--- src/rtl/seg_addr_pkg.sv ---
// Shared encodings for the segmented address generator.
// Assumes: mode and segment codes are fixed by the block's requirements.
package seg_addr_pkg;

    typedef enum logic [2:0] {
        AM_DIRECT   = 3'd0,
        AM_REGIND   = 3'd1,
        AM_BASED    = 3'd2,
        AM_INDEXED  = 3'd3,
        AM_BASEIDX  = 3'd4,
        AM_FETCH    = 3'd5,
        AM_STACK    = 3'd6,
        AM_STRDST   = 3'd7
    } amode_e;

    typedef enum logic [1:0] {
        SG_CS = 2'd0,
        SG_DS = 2'd1,
        SG_SS = 2'd2,
        SG_ES = 2'd3
    } seg_e;

    localparam logic [1:0] PTR_BX = 2'd0;
    localparam logic [1:0] PTR_SI = 2'd1;
    localparam logic [1:0] PTR_DI = 2'd2;
    localparam logic [1:0] PTR_BP = 2'd3;

endpackage

--- src/rtl/seg_offset_calc.sv ---
// Offset former: picks the operands for the access kind and sums them
// modulo 2^OFF_W. It also reports whether BP is the base register.
// Assumes: all register operands are OFF_W bits wide; purely combinational.
module seg_offset_calc
    import seg_addr_pkg::*;
#(
    parameter int OFF_W = 16
) (
    input  amode_e             mode,
    input  logic [1:0]         ind_sel,
    input  logic               base_sel,
    input  logic               idx_sel,
    input  logic [OFF_W-1:0]   disp,
    input  logic [OFF_W-1:0]   reg_bx,
    input  logic [OFF_W-1:0]   reg_bp,
    input  logic [OFF_W-1:0]   reg_si,
    input  logic [OFF_W-1:0]   reg_di,
    input  logic [OFF_W-1:0]   reg_sp,
    input  logic [OFF_W-1:0]   reg_ip,
    output logic [OFF_W-1:0]   offset,
    output logic               uses_bp
);

    logic [OFF_W-1:0] base_val;
    logic [OFF_W-1:0] idx_val;
    logic [OFF_W-1:0] ptr_val;

    // Operand muxes for base, index and lone pointer register
    always_comb begin
        base_val = base_sel ? reg_bp : reg_bx;
        idx_val  = idx_sel  ? reg_di : reg_si;
        unique case (ind_sel)
            PTR_BX:  ptr_val = reg_bx;
            PTR_SI:  ptr_val = reg_si;
            PTR_DI:  ptr_val = reg_di;
            default: ptr_val = reg_bp;
        endcase
    end

    // Offset sum per access kind, wrapping at OFF_W bits
    always_comb begin
        unique case (mode)
            AM_DIRECT:  offset = disp;
            AM_REGIND:  offset = ptr_val;
            AM_BASED:   offset = disp + base_val;
            AM_INDEXED: offset = disp + idx_val;
            AM_BASEIDX: offset = disp + base_val + idx_val;
            AM_FETCH:   offset = reg_ip;
            AM_STACK:   offset = reg_sp;
            default:    offset = reg_di;
        endcase
    end

    // Flag BP use so the default segment can switch to the stack segment
    always_comb begin
        unique case (mode)
            AM_REGIND:             uses_bp = (ind_sel == PTR_BP);
            AM_BASED, AM_BASEIDX:  uses_bp = base_sel;
            default:               uses_bp = 1'b0;
        endcase
    end

endmodule

--- src/rtl/seg_select.sv ---
// Segment chooser: default segment per access kind, override for data
// kinds only, then a mux that picks that segment register's value.
// Assumes: the override code uses the seg_e encoding; purely combinational.
module seg_select
    import seg_addr_pkg::*;
#(
    parameter int SEG_W = 16
) (
    input  amode_e             mode,
    input  logic               uses_bp,
    input  logic               ovr_en,
    input  seg_e               ovr_seg,
    input  logic [SEG_W-1:0]   seg_cs,
    input  logic [SEG_W-1:0]   seg_ds,
    input  logic [SEG_W-1:0]   seg_ss,
    input  logic [SEG_W-1:0]   seg_es,
    output seg_e               seg_code,
    output logic [SEG_W-1:0]   seg_val
);

    seg_e dflt;
    logic fixed_kind;

    // Default segment and whether the kind refuses an override
    always_comb begin
        fixed_kind = 1'b0;
        unique case (mode)
            AM_FETCH:  begin dflt = SG_CS; fixed_kind = 1'b1; end
            AM_STACK:  begin dflt = SG_SS; fixed_kind = 1'b1; end
            AM_STRDST: begin dflt = SG_ES; fixed_kind = 1'b1; end
            default:   dflt = uses_bp ? SG_SS : SG_DS;
        endcase
    end

    // Apply the override where the kind allows it
    always_comb begin
        seg_code = (ovr_en && !fixed_kind) ? ovr_seg : dflt;
    end

    // Select the segment register value
    always_comb begin
        unique case (seg_code)
            SG_CS:   seg_val = seg_cs;
            SG_DS:   seg_val = seg_ds;
            SG_SS:   seg_val = seg_ss;
            default: seg_val = seg_es;
        endcase
    end

endmodule

--- src/rtl/seg_addr_reg.sv ---
// Output stage: shifts the segment up by SHIFT bits, adds the offset
// modulo 2^PA_W and registers the address, the segment code and a strobe.
// Assumes: OFF_W <= PA_W and SEG_W + SHIFT >= PA_W; synchronous active-low reset.
module seg_addr_reg
    import seg_addr_pkg::*;
#(
    parameter int SEG_W = 16,
    parameter int OFF_W = 16,
    parameter int SHIFT = 4,
    parameter int PA_W  = 20
) (
    input  logic               clk,
    input  logic               rst_n,
    input  logic               req,
    input  logic [SEG_W-1:0]   seg_val,
    input  seg_e               seg_code,
    input  logic [OFF_W-1:0]   offset,
    output logic [PA_W-1:0]    phys_addr,
    output logic               addr_valid,
    output seg_e               seg_used
);

    localparam int BASE_W = SEG_W + SHIFT;

    logic [BASE_W-1:0] base_full;
    logic [PA_W-1:0]   sum;

    // Segment base with zero low bits, plus offset, truncated to PA_W
    always_comb begin
        base_full = {seg_val, {SHIFT{1'b0}}};
        sum       = PA_W'(base_full) + PA_W'(offset);
    end

    // Capture on request, hold otherwise; strobe follows the request
    always_ff @(posedge clk) begin
        if (!rst_n) begin
            phys_addr  <= '0;
            addr_valid <= 1'b0;
            seg_used   <= SG_CS;
        end else begin
            addr_valid <= req;
            if (req) begin
                phys_addr <= sum;
                seg_used  <= seg_code;
            end
        end
    end

    // a request yields a strobe on the next cycle
    assert_valid_after_req_R9: assert property (@(posedge clk) disable iff (!rst_n)
        req |=> addr_valid);

    // no request, no strobe
    assert_no_spurious_valid_R9: assert property (@(posedge clk) disable iff (!rst_n)
        !req |=> !addr_valid);

    // the address and segment hold across idle cycles
    assert_hold_when_idle_R9: assert property (@(posedge clk) disable iff (!rst_n)
        !req |=> ($stable(phys_addr) && $stable(seg_used)));

endmodule

--- src/rtl/seg_addr_gen.sv ---
// Segmented physical address generator top: forms the offset, picks the
// segment (default or override) and registers the physical address.
// Assumes: request inputs are stable around the rising edge; output is
// valid for one cycle, one clock after each request.
module seg_addr_gen
    import seg_addr_pkg::*;
#(
    parameter int SEG_W = 16,
    parameter int OFF_W = 16,
    parameter int SHIFT = 4,
    parameter int PA_W  = 20
) (
    input  logic               clk,
    input  logic               rst_n,
    input  logic               req,
    input  logic [2:0]         mode,
    input  logic [1:0]         ind_sel,
    input  logic               base_sel,
    input  logic               idx_sel,
    input  logic               ovr_en,
    input  logic [1:0]         ovr_seg,
    input  logic [OFF_W-1:0]   disp,
    input  logic [OFF_W-1:0]   reg_bx,
    input  logic [OFF_W-1:0]   reg_bp,
    input  logic [OFF_W-1:0]   reg_si,
    input  logic [OFF_W-1:0]   reg_di,
    input  logic [OFF_W-1:0]   reg_sp,
    input  logic [OFF_W-1:0]   reg_ip,
    input  logic [SEG_W-1:0]   seg_cs,
    input  logic [SEG_W-1:0]   seg_ds,
    input  logic [SEG_W-1:0]   seg_ss,
    input  logic [SEG_W-1:0]   seg_es,
    output logic [PA_W-1:0]    phys_addr,
    output logic               addr_valid,
    output logic [1:0]         seg_used
);

    amode_e           mode_e;
    seg_e             ovr_e;
    seg_e             seg_code;
    seg_e             seg_used_e;
    logic [OFF_W-1:0] offset;
    logic [SEG_W-1:0] seg_val;
    logic             uses_bp;

    // Cast plain port codes to the shared types
    always_comb begin
        mode_e   = amode_e'(mode);
        ovr_e    = seg_e'(ovr_seg);
        seg_used = seg_used_e;
    end

    seg_offset_calc #(.OFF_W(OFF_W)) i_off (
        .mode     (mode_e),
        .ind_sel  (ind_sel),
        .base_sel (base_sel),
        .idx_sel  (idx_sel),
        .disp     (disp),
        .reg_bx   (reg_bx),
        .reg_bp   (reg_bp),
        .reg_si   (reg_si),
        .reg_di   (reg_di),
        .reg_sp   (reg_sp),
        .reg_ip   (reg_ip),
        .offset   (offset),
        .uses_bp  (uses_bp)
    );

    seg_select #(.SEG_W(SEG_W)) i_sel (
        .mode     (mode_e),
        .uses_bp  (uses_bp),
        .ovr_en   (ovr_en),
        .ovr_seg  (ovr_e),
        .seg_cs   (seg_cs),
        .seg_ds   (seg_ds),
        .seg_ss   (seg_ss),
        .seg_es   (seg_es),
        .seg_code (seg_code),
        .seg_val  (seg_val)
    );

    seg_addr_reg #(.SEG_W(SEG_W), .OFF_W(OFF_W), .SHIFT(SHIFT), .PA_W(PA_W)) i_reg (
        .clk        (clk),
        .rst_n      (rst_n),
        .req        (req),
        .seg_val    (seg_val),
        .seg_code   (seg_code),
        .offset     (offset),
        .phys_addr  (phys_addr),
        .addr_valid (addr_valid),
        .seg_used   (seg_used_e)
    );

    // instruction fetch always lands in the code segment
    assert_fetch_uses_cs_R8: assert property (@(posedge clk) disable iff (!rst_n)
        (req && mode == 3'd5) |=> (seg_used == 2'd0));

    // stack access always lands in the stack segment
    assert_stack_uses_ss_R8: assert property (@(posedge clk) disable iff (!rst_n)
        (req && mode == 3'd6) |=> (seg_used == 2'd2));

    // string destination always lands in the extra segment
    assert_strdst_uses_es_R8: assert property (@(posedge clk) disable iff (!rst_n)
        (req && mode == 3'd7) |=> (seg_used == 2'd3));

    // an override on a data access is the segment reported next cycle
    assert_override_taken_R7: assert property (@(posedge clk) disable iff (!rst_n)
        (req && ovr_en && mode <= 3'd4) |=> (seg_used == $past(ovr_seg)));

    // a direct access with no override uses the data segment
    assert_direct_default_ds_R4: assert property (@(posedge clk) disable iff (!rst_n)
        (req && !ovr_en && mode == 3'd0) |=> (seg_used == 2'd1));

endmodule

--- config.mk ---
export PLATFORM = sky130hd
export DESIGN_NAME = seg_addr_gen
export DESIGN_NICKNAME = d
export VERILOG_FILES = /design/src/rtl/seg_addr_pkg.sv /design/src/rtl/seg_offset_calc.sv /design/src/rtl/seg_select.sv /design/src/rtl/seg_addr_reg.sv /design/src/rtl/seg_addr_gen.sv
export SDC_FILE = /design/constraint.sdc
export NUM_CORES = 1
export LEC_CHECK = 0
export CAP_MARGIN = 20
export CORE_MARGIN = 2
export CORE_UTILIZATION = 25
export DETAILED_ROUTE_END_ITERATION = 12
export SLEW_MARGIN = 20
export SYNTH_ARGS = -nofsm -noshare
export SYNTH_HDL_FRONTEND = slang
export SYNTH_SLANG_ARGS = --single-unit
--- constraint.sdc ---
create_clock -name clk -period 18.3 [get_ports clk]
set_input_delay 4.575 -clock clk [delete_from_list [all_inputs] [get_ports clk]]
set_output_delay 4.575 -clock clk [all_outputs]
set_load 0.02 [all_outputs]
==> results list, run 1 <==
- Top library cells by usage in the layout, fill and taps aside: 210 x sky130_fd_sc_hd__clkdlybuf4s50_1, 70 x sky130_fd_sc_hd__nor2_1, 66 x sky130_fd_sc_hd__nand2_1
- Maximum Capacitance Violations: 0
- For this run, the total global-route usage over all layers was measured as 0.173.
- The floorplan has between 50 and 60 rows.
* Total setup violations reported at the end of the flow: 0
- For this run, asynchronously set or reset flops after synthesis account for 0.
* Start point of the critical path: base_sel
* Final routed wire length divided by cell count: 17.3 um
* Worst-skew pair later-pin latency: 250 ps
- During placement, the flow inserted port buffers numbering between 200 and 250.
- 0 antenna diodes ended up in the layout.
- Unrepaired setup endpoints after global routing: false
* Clock power share: 0.117
* Gp weighted congestion: 0.887
* CTS max path bufs: 2
* Global-route wire length before repair: 29.8 mm
- Number of resized instances in the post-cts repair step: 0
- TritonCTS built the clock tree.
- Max-slew violation total from the final report: 0
- Worst hold stages: 2
- Pwr dens: roughly 54 mW/mm^2
* Count of filler cells inserted in the layout: about 2100
- The tree built by TritonCTS fans out to 23 sinks.
- Proportion of synthesized chip area in sequential cells: 0.0904
* Worst setup path category: input port to register
* Max Clock Freq: just under 90 MHz
- Area of the core: roughly 0.02 mm^2
- In the post-route analysis, the smallest setup slack over all paths is about 7000 ps.
- Area enclosed by the die boundary: 0.0215 mm^2
* Placed standard-cell area: 0.00746 mm^2
- The number of antenna violations at the first check in global routing is 0.
- The worst register-to-register path has a setup slack of 17570 ps.
- Startpoint of the lowest-slack register-to-register path: i_reg.phys_addr[14]$_SDFFE_PN0P_
* Pwr Total: between 400 and 500 uW
- CTS Root Cell: sky130_fd_sc_hd__clkbuf_16
- Clock skew on the completed layout was measured at 0 ps.
- Area growth, synth to finish: 48.0%
- Yosys Warn Count: 0
- Violation count after the first detailed-route iteration: between 200 and 250
- Die boundary height: between 100 and 150 um
- The worst setup path is captured at a register.
- Count of unique library cells instantiated by Yosys: 65
- Measured on the finished design, the core utilization comes to 0.375.
- For this run, design rule violations remaining after detail routing come to 0.
- For this configuration, the core starts out at a cell density of 0.253.
* Fraction of power consumed by combinational cells: 0.728
- Critical path data arrival time: 11400 ps
- Adding up every negative setup slack in the final design gives 0 ps.
- Post-route clock period utilization: 0.616
* EDFF count, synth: 0
* Req. time, crit path: about 18000 ps
- In this run, post-CTS hold repair placed 0 buffers.
- Switching component of the power: between 150 and 200 uW
- Routed Antenna Nets: 0
- Across the VDD grid, the largest voltage drop is about 0.000044 V.
- Along the worst path, the maximum fanout reaches 18.
* Count of non-filler cells in the finished layout: about 1100
- Post-Place Worst Slack: around 6800 ps
* Count of pins on the block boundary: ~210
- Maximum number of pins on one net before global-route repair: a little over 50
- Clock-pin slew was measured on the worst setup and hold paths at ~60 ps.
- Start point of the worst hold path: i_reg.phys_addr[3]$_SDFFE_PN0P_
* Static leakage power: 2.98 nW
- In this run the horizontal extent of the chip is between 100 and 150 um.
* Final period demand of the worst path: ~11000 ps
- Syn_nets: a little under 900
- The number of failing hold endpoints at the final stage came to 0.
- Of the total power, the share spent switching nets is 0.417.
* Detail-routed via count per cell: between 5 and 6
* Number of nets in the layout: between 1000 and 1500
- Synthesis produced ~660 cells.
- The internal power of the cells totals about 240 uW.
* Global route total overflow: 0
- Counting cells, the worst reg-to-reg path comes to 2.
- In this run the cell area of the synthesized design comes to 0.00510 mm^2.
* H-tree lvl count: 1
- For hold timing, the worst endpoint is i_reg.phys_addr[3]$_SDFFE_PN0P_.
* Layout cell share with drive strength beyond 1: 0.0991
* Average size of a mapped cell: 7.73 um^2
* Run status: complete, no violations
- Number of global-route vias before repair: 5562
* Number of cells after detailed placement: 1114
* Num CTS Buffers: 3
- Relative contribution of sequential cells to total power: 0.155
* Critical Path Source Type: input port
* Measured slew at the worst slew-check pin: 821 ps
- Most common cell after layout, fill and taps aside: sky130_fd_sc_hd__clkdlybuf4s50_1
- Via count of the routed design: about 5700
- Hold timing on the final database bottoms out at a slack of between 400 and 500 ps.
* Flops & latches, synth: 23
* Final HPWL from detailed placement: about 16 mm
- Design Area, Final: 0.00754 mm^2
* Number of iterations in the first detailed-routing pass: 5
- Post-CTS setup buffer count: 0
- The worst hold path belongs to the class register to register.
* Final wirelength: approximately 19 mm
* Worst slew slack as a fraction of its limit: 0.449
- Most frequently used flop master after synthesis: sky130_fd_sc_hd__dfxtp_1
* R2R Path End: i_reg.phys_addr[14]$_SDFFE_PN0P_
## power groups by stage
stage,clock network (mW),registers [mW],logic [mW]
3_3_place_gp,0,0.0644,0.295
3_5_place_dp,0,0.0644,0.297
6_report,0.0478,0.0632,0.297
2_1_floorplan,0,0.0753,0.181
5_1_grt,0.0507,0.0645,0.327
4_1_cts,0.0484,0.0634,0.299
## cells in the mapped netlist, drive strengths merged (3+ instances only)
library cell  instances  share of area
a22oi                 4         0.0059
o21ai                54          0.053
nor2b                 8          0.011
xnor2                16          0.027
nand3                11          0.011
mux2i                38          0.075
nor2                 70          0.052
nor3                 16          0.016
nand2                66          0.049
o211ai                3         0.0044
xor2                 19          0.033
o21a                 10          0.015
inv                  11         0.0081
a211oi                9          0.016
ha                   42           0.10
mux2                 51           0.11
a221oi               11          0.019
buf                  12          0.015
nand2b                7         0.0086
a211o                 3         0.0052
a31oi                 6         0.0074
o22ai                 3         0.0037
o21bai                4         0.0059
a21boi               11          0.016
dfxtp                23          0.090
a21oi                49          0.048
clkbuf               27          0.020
and3                  3         0.0037
mux4                 16          0.071
and2                  4         0.0049
a31o                  4         0.0069
a21o                  8          0.012
fa                    3          0.012
o221ai                7          0.012
## state kept, by name, summed over array words and instances (netlist names)
register / count
i_reg.phys_addr: 20
i_reg.addr_valid: 1
i_reg.seg_used: 2
## worst max path at each step
stage	slack [ps]	end	cells past startpoint
4_1_cts	7010	i_reg.phys_addr[18]$_SDFFE_PN0P_	28
3_5_place_dp	6770	i_reg.phys_addr[18]$_SDFFE_PN0P_	28
3_3_place_gp	6960	i_reg.phys_addr[18]$_SDFFE_PN0P_	28
2_1_floorplan	7720	i_reg.phys_addr[18]$_SDFFE_PN0P_	28
6_report	7030	i_reg.phys_addr[18]$_SDFFE_PN0P_	28
5_1_grt	6630	i_reg.phys_addr[18]$_SDFFE_PN0P_	28
## worst max-delay path, stage by stage
cell,delay (ps)
sky130_fd_sc_hd__clkdlybuf4s50_1,460
sky130_fd_sc_hd__buf_4,290
sky130_fd_sc_hd__mux2_2,380
sky130_fd_sc_hd__ha_1,240
sky130_fd_sc_hd__fa_1,440
sky130_fd_sc_hd__a21o_1,190
sky130_fd_sc_hd__a21oi_1,290
sky130_fd_sc_hd__o21ai_1,150
sky130_fd_sc_hd__a31oi_1,270
sky130_fd_sc_hd__xor2_1,210
sky130_fd_sc_hd__o21ai_0,110
sky130_fd_sc_hd__ha_1,350
sky130_fd_sc_hd__a21o_1,200
sky130_fd_sc_hd__a21o_1,210
sky130_fd_sc_hd__a2111oi_0,540
sky130_fd_sc_hd__nor3_1,110
sky130_fd_sc_hd__a211oi_1,320
sky130_fd_sc_hd__o21ai_1,140
sky130_fd_sc_hd__xor2_1,150
sky130_fd_sc_hd__a211o_1,320
sky130_fd_sc_hd__ha_1,300
sky130_fd_sc_hd__or2_2,310
sky130_fd_sc_hd__a21oi_1,290
sky130_fd_sc_hd__a21oi_1,70
sky130_fd_sc_hd__o21ai_0,140
sky130_fd_sc_hd__nor3_1,100
sky130_fd_sc_hd__xor2_1,160
sky130_fd_sc_hd__a21oi_1,80
## logic make-up after synthesis
group	share of synthesized area
AND/OR/NAND/NOR	0.170
AO/OA/AOI/OAI	0.262
adder cells (fa/ha/maj)	0.115
XOR/XNOR	0.0602
multiplexers	0.259
buffers and inverters	0.0442
flip-flops	0.0904
## area by class of cell
cell class	count	area, um^2	share of cell area
Tap cell	270	338	0.0448
Multi-Input combinational cell	584	4410	0.585
Clock buffer	4	78.8	0.0105
Inverter	13	48.8	0.00647
Timing Repair Buffer	224	2200	0.292
Sequential cell	23	460	0.0610
## metal layers
metal | GRT usage | routed length (um) | vias to the layer above
met1 | 0.227 | 8670 | 2633
met3 | 0.0363 | 1300 | 18
met5 | 0 | 0 | -
li1 | - | - | 2847
met2 | 0.295 | 9080 | 172
met4 | 0.0301 | 339 | 0
(Power assumes the default switching activity.)
==> inputs of run 2 (changes only) <==
Clock period 18.3 ns to 10.03 ns, I/O delays scaled along.
==> run 2 against run 1 <==
Compared with the run above: die area is the same; non-clock buffer count shrank 1; worst setup slack lost 6200 ps; routed wire length grew 0.96%; final area is essentially flat; clock skew is the same; sequential power grew 84%; sequential share of layout area is essentially flat; utilization is essentially flat; total power grew 82%; register-to-register slack lost 8300 ps; critical path type unchanged; largest power group unchanged.
==> results list, run 2 (synthesized netlist as in run 1, its figures left out) <==
* Run status: complete, no violations (unchanged)
- The library cell contributing the largest single delay on the critical path is sky130_fd_sc_hd__clkdlybuf4s50_1 (was sky130_fd_sc_hd__a2111oi_0).
* Capturing element type of the critical path: register (unchanged)
- The critical path data arrival time is 9360 ps (was 11400 ps).
* Number of cells after detailed placement: 1113 (was 1114)
* Post-CTS setup buffer count: 0 (unchanged)
- The overall power consumption came to 745 uW (was 408 uW).
- The number of DRC violations after detailed-routing iteration 0 was 325 (was 215).
- The classification of the worst-slack hold path was register to register (unchanged).
* Final HPWL from detailed placement: 15.9 mm (was 15.7 mm)
* Total setup violations reported at the end of the flow: 0 (unchanged)
- Die boundary height: 147 um (unchanged)
- Number of global-route vias before repair: 5574 (was 5562)
* Global routing met2 resource utilization: 0.302 (was 0.295)
* Die width: 147 um (unchanged)
* Startpoint of the lowest-slack register-to-register path: i_reg.phys_addr[14]$_SDFFE_PN0P_ (unchanged)
* Met1 global-route usage: 0.233 (was 0.227)
- Largest vdd supply drop: 0.0000718 V (was 0.0000439 V)
* Count of non-filler cells in the finished layout: 1118 (unchanged)
- The number of resized instances in the post-cts repair step is 0 (unchanged).
* Maximum number of pins on one net before global-route repair: 51 (unchanged)
- CTS max path bufs: 2 (unchanged)
- The startpoint type of the worst setup path is an input port (unchanged).
- The clock latency of the later-clocked register in the worst-skew pair came to 260 ps (was 250 ps).
- Start point of the worst hold path: i_reg.phys_addr[3]$_SDFFE_PN0P_ (unchanged)
- Max Clock Freq: roughly 110 MHz
- Worst hold stages: 2 (unchanged)
* Req. time, crit path: 10220 ps (was 18430 ps)
* Most common cell after layout, fill and taps aside: sky130_fd_sc_hd__clkdlybuf4s50_1 (unchanged)
* Number of nets in the layout: 1082 (was 1083)
- Worst slew slack as a fraction of its limit: 0.377 (was 0.449)
- The total detailed-routing wirelength is 19.6 mm (was 19.4 mm).
- The count of buffers inserted at the top-level ports is 211 (unchanged).
- The total negative slack for setup checks is 0 ps (unchanged).
- Largest registers in the final layout: i_reg.phys_addr (20), i_reg.seg_used (2), i_reg.addr_valid (1) (unchanged)
* Worst path buffer plus inverter count: 1 (was 2)
* Effective utilization at floorplan: 0.253 (unchanged)
* Detail-routed via count per cell: 5.02 (was 5.07)
* Num CTS Buffers: 3 (unchanged)
- The floorplan core area is 0.0201 mm^2 (unchanged).
- The number of antenna violations at the first check in global routing is 1 (was 0).
* Maximum Capacitance Violations: 0 (unchanged)
- Worst clock skew: 0 ps (unchanged)
* Worst setup path category: input port to register (unchanged)
- Register clock-pin slew on the reported worst setup and hold paths: 60 ps (about the same)
- H-tree lvl count: 1 (unchanged)
- Max-slew violation total from the final report: 0 (unchanged)
* R2R Path End: i_reg.phys_addr[14]$_SDFFE_PN0P_ (unchanged)
- CTS Root Cell: sky130_fd_sc_hd__clkbuf_16 (unchanged)
- Slack of the worst reg-to-reg path: 9300 ps (was 17570 ps)
- Final period demand of the worst path: 9170 ps
- The register with the highest flop count is i_reg.phys_addr (unchanged).
- CTS tree: done (unchanged)
- The largest stage delay on the critical path was 690 ps (was 540 ps).
- The number of remaining DRC errors came to 0 (unchanged).
* Number of iterations in the first detailed-routing pass: 4 (was 5)
- The logic depth of the worst register-to-register path came to 2 (unchanged).
* Global-route wire length before repair: 30.3 mm (was 29.8 mm)
* Static leakage power: 2.97 nW (was 2.98 nW)
- The placer's final routability congestion estimate came to 0.906 (was 0.887).
- The number of vias in the routed layout was 5607 (was 5670).
* Count of pins on the block boundary: 212 (unchanged)
- Final routed wire length divided by cell count: 17.5 um (was 17.3 um)
- The remaining antenna violation count after routing is 0 (unchanged).
* Area growth, synth to finish: 47.9% (was 48.0%)
* Measured slew at the worst slew-check pin: 935 ps (was 821 ps)
- Top library cells by usage in the layout, fill and taps aside: 210 x sky130_fd_sc_hd__clkdlybuf4s50_1, 70 x sky130_fd_sc_hd__nor2_1, 66 x sky130_fd_sc_hd__nand2_1 (unchanged)
- The CTS sink count was 23 (unchanged).
- Number of flip-flops in the largest register: 20 (unchanged)
- Post-route clock period utilization: 0.914
- The family with the most delay on the worst path is compound AO/OA/AOI/OAI gates (unchanged).
- Number of hold violations in the final report: 0 (unchanged)
- The most common cell type on the critical path is sky130_fd_sc_hd__a21oi_1 (unchanged).
* Grt met3 use: 0.0314 (was 0.0363)
- The remaining global-route overflow came to 0 (unchanged).
- The total global-route track usage was 0.176 (was 0.173).
- Layout cell share with drive strength beyond 1: 0.0992 (was 0.0991)
* Pwr dens: 98.8 mW/mm^2 (was 54.1 mW/mm^2)
* Total of hold buffers inserted after clock tree synthesis: 0 (unchanged)
- Unrepaired setup endpoints after global routing: false (unchanged).
- The row count is 52 (unchanged).
* WHS Endpoint: i_reg.phys_addr[3]$_SDFFE_PN0P_ (unchanged)
- Most crowded layer after global routing: met2 (unchanged)
* Crit-path max FO: 7 (was 18)
- The die outline area came to 0.0215 mm^2 (unchanged).
run 2: how the worst max path moves through the flow:
stage / slack (ps) / start / cells after the start / to
2_1_floorplan: 1520 / base_sel / 28 / i_reg.phys_addr[18]$_SDFFE_PN0P_
3_3_place_gp: 820 / base_sel / 27 / i_reg.phys_addr[18]$_SDFFE_PN0P_
3_5_place_dp: 630 / base_sel / 27 / i_reg.phys_addr[18]$_SDFFE_PN0P_
4_1_cts: 900 / base_sel / 27 / i_reg.phys_addr[18]$_SDFFE_PN0P_
5_1_grt: 430 / base_sel / 27 / i_reg.phys_addr[18]$_SDFFE_PN0P_
6_report: 860 / base_sel / 27 / i_reg.phys_addr[18]$_SDFFE_PN0P_
run 2: cell type report:
cell class / instances / area [um^2]
Fill cell: 2088 / 12600
Clock buffer: 3 / 75.1
Multi-Input combinational cell: 584 / 4410
Timing Repair Buffer: 223 / 2200
Tap cell: 270 / 338
Inverter: 13 / 48.8
Sequential cell: 23 / 460
Antenna cell: 1 / 2.50
Clock inverter: 1 / 5.00
run 2: report_power, final:
group | switching [mW] | internal (mW)
Sequential | 0.00787 | 0.108
Combinational | 0.270 | 0.272
Clock | 0.0329 | 0.0536
Total | 0.311 | 0.434
run 2: tightest hold or removal path, stage by stage (launching register included):
cell and delay [ps]:
sky130_fd_sc_hd__dfxtp_1 310, sky130_fd_sc_hd__nand2_1 60, sky130_fd_sc_hd__a21oi_1 60
run 2: per-layer routing:
| layer | up-vias | wire, um |
|---|---|---|
| met3 | 16 | 1180 |
| met5 | - | 0 |
| met1 | 2581 | 8900 |
| met2 | 160 | 9200 |
| met4 | 0 | 301 |
| li1 | 2850 | - |
run 2: through the flow:
stage,utilization,hold WS [ps],area (um^2),worst slack [ps]
after detailed placement,0.371,455,7460,635
after global placement,0.371,452,7460,823
after floorplan,-,541,5100,1520
final,0.375,465,7540,860
after CTS,0.375,465,7540,901
after global routing,0.375,474,7540,426
==> inputs of run 3 (changes only) <==
Settings changed: ABC_CLOCK_PERIOD_IN_PS from default to 10030.
==> results of run 3 <==
Final layout, timing and power as in run 2 (identical DEF).
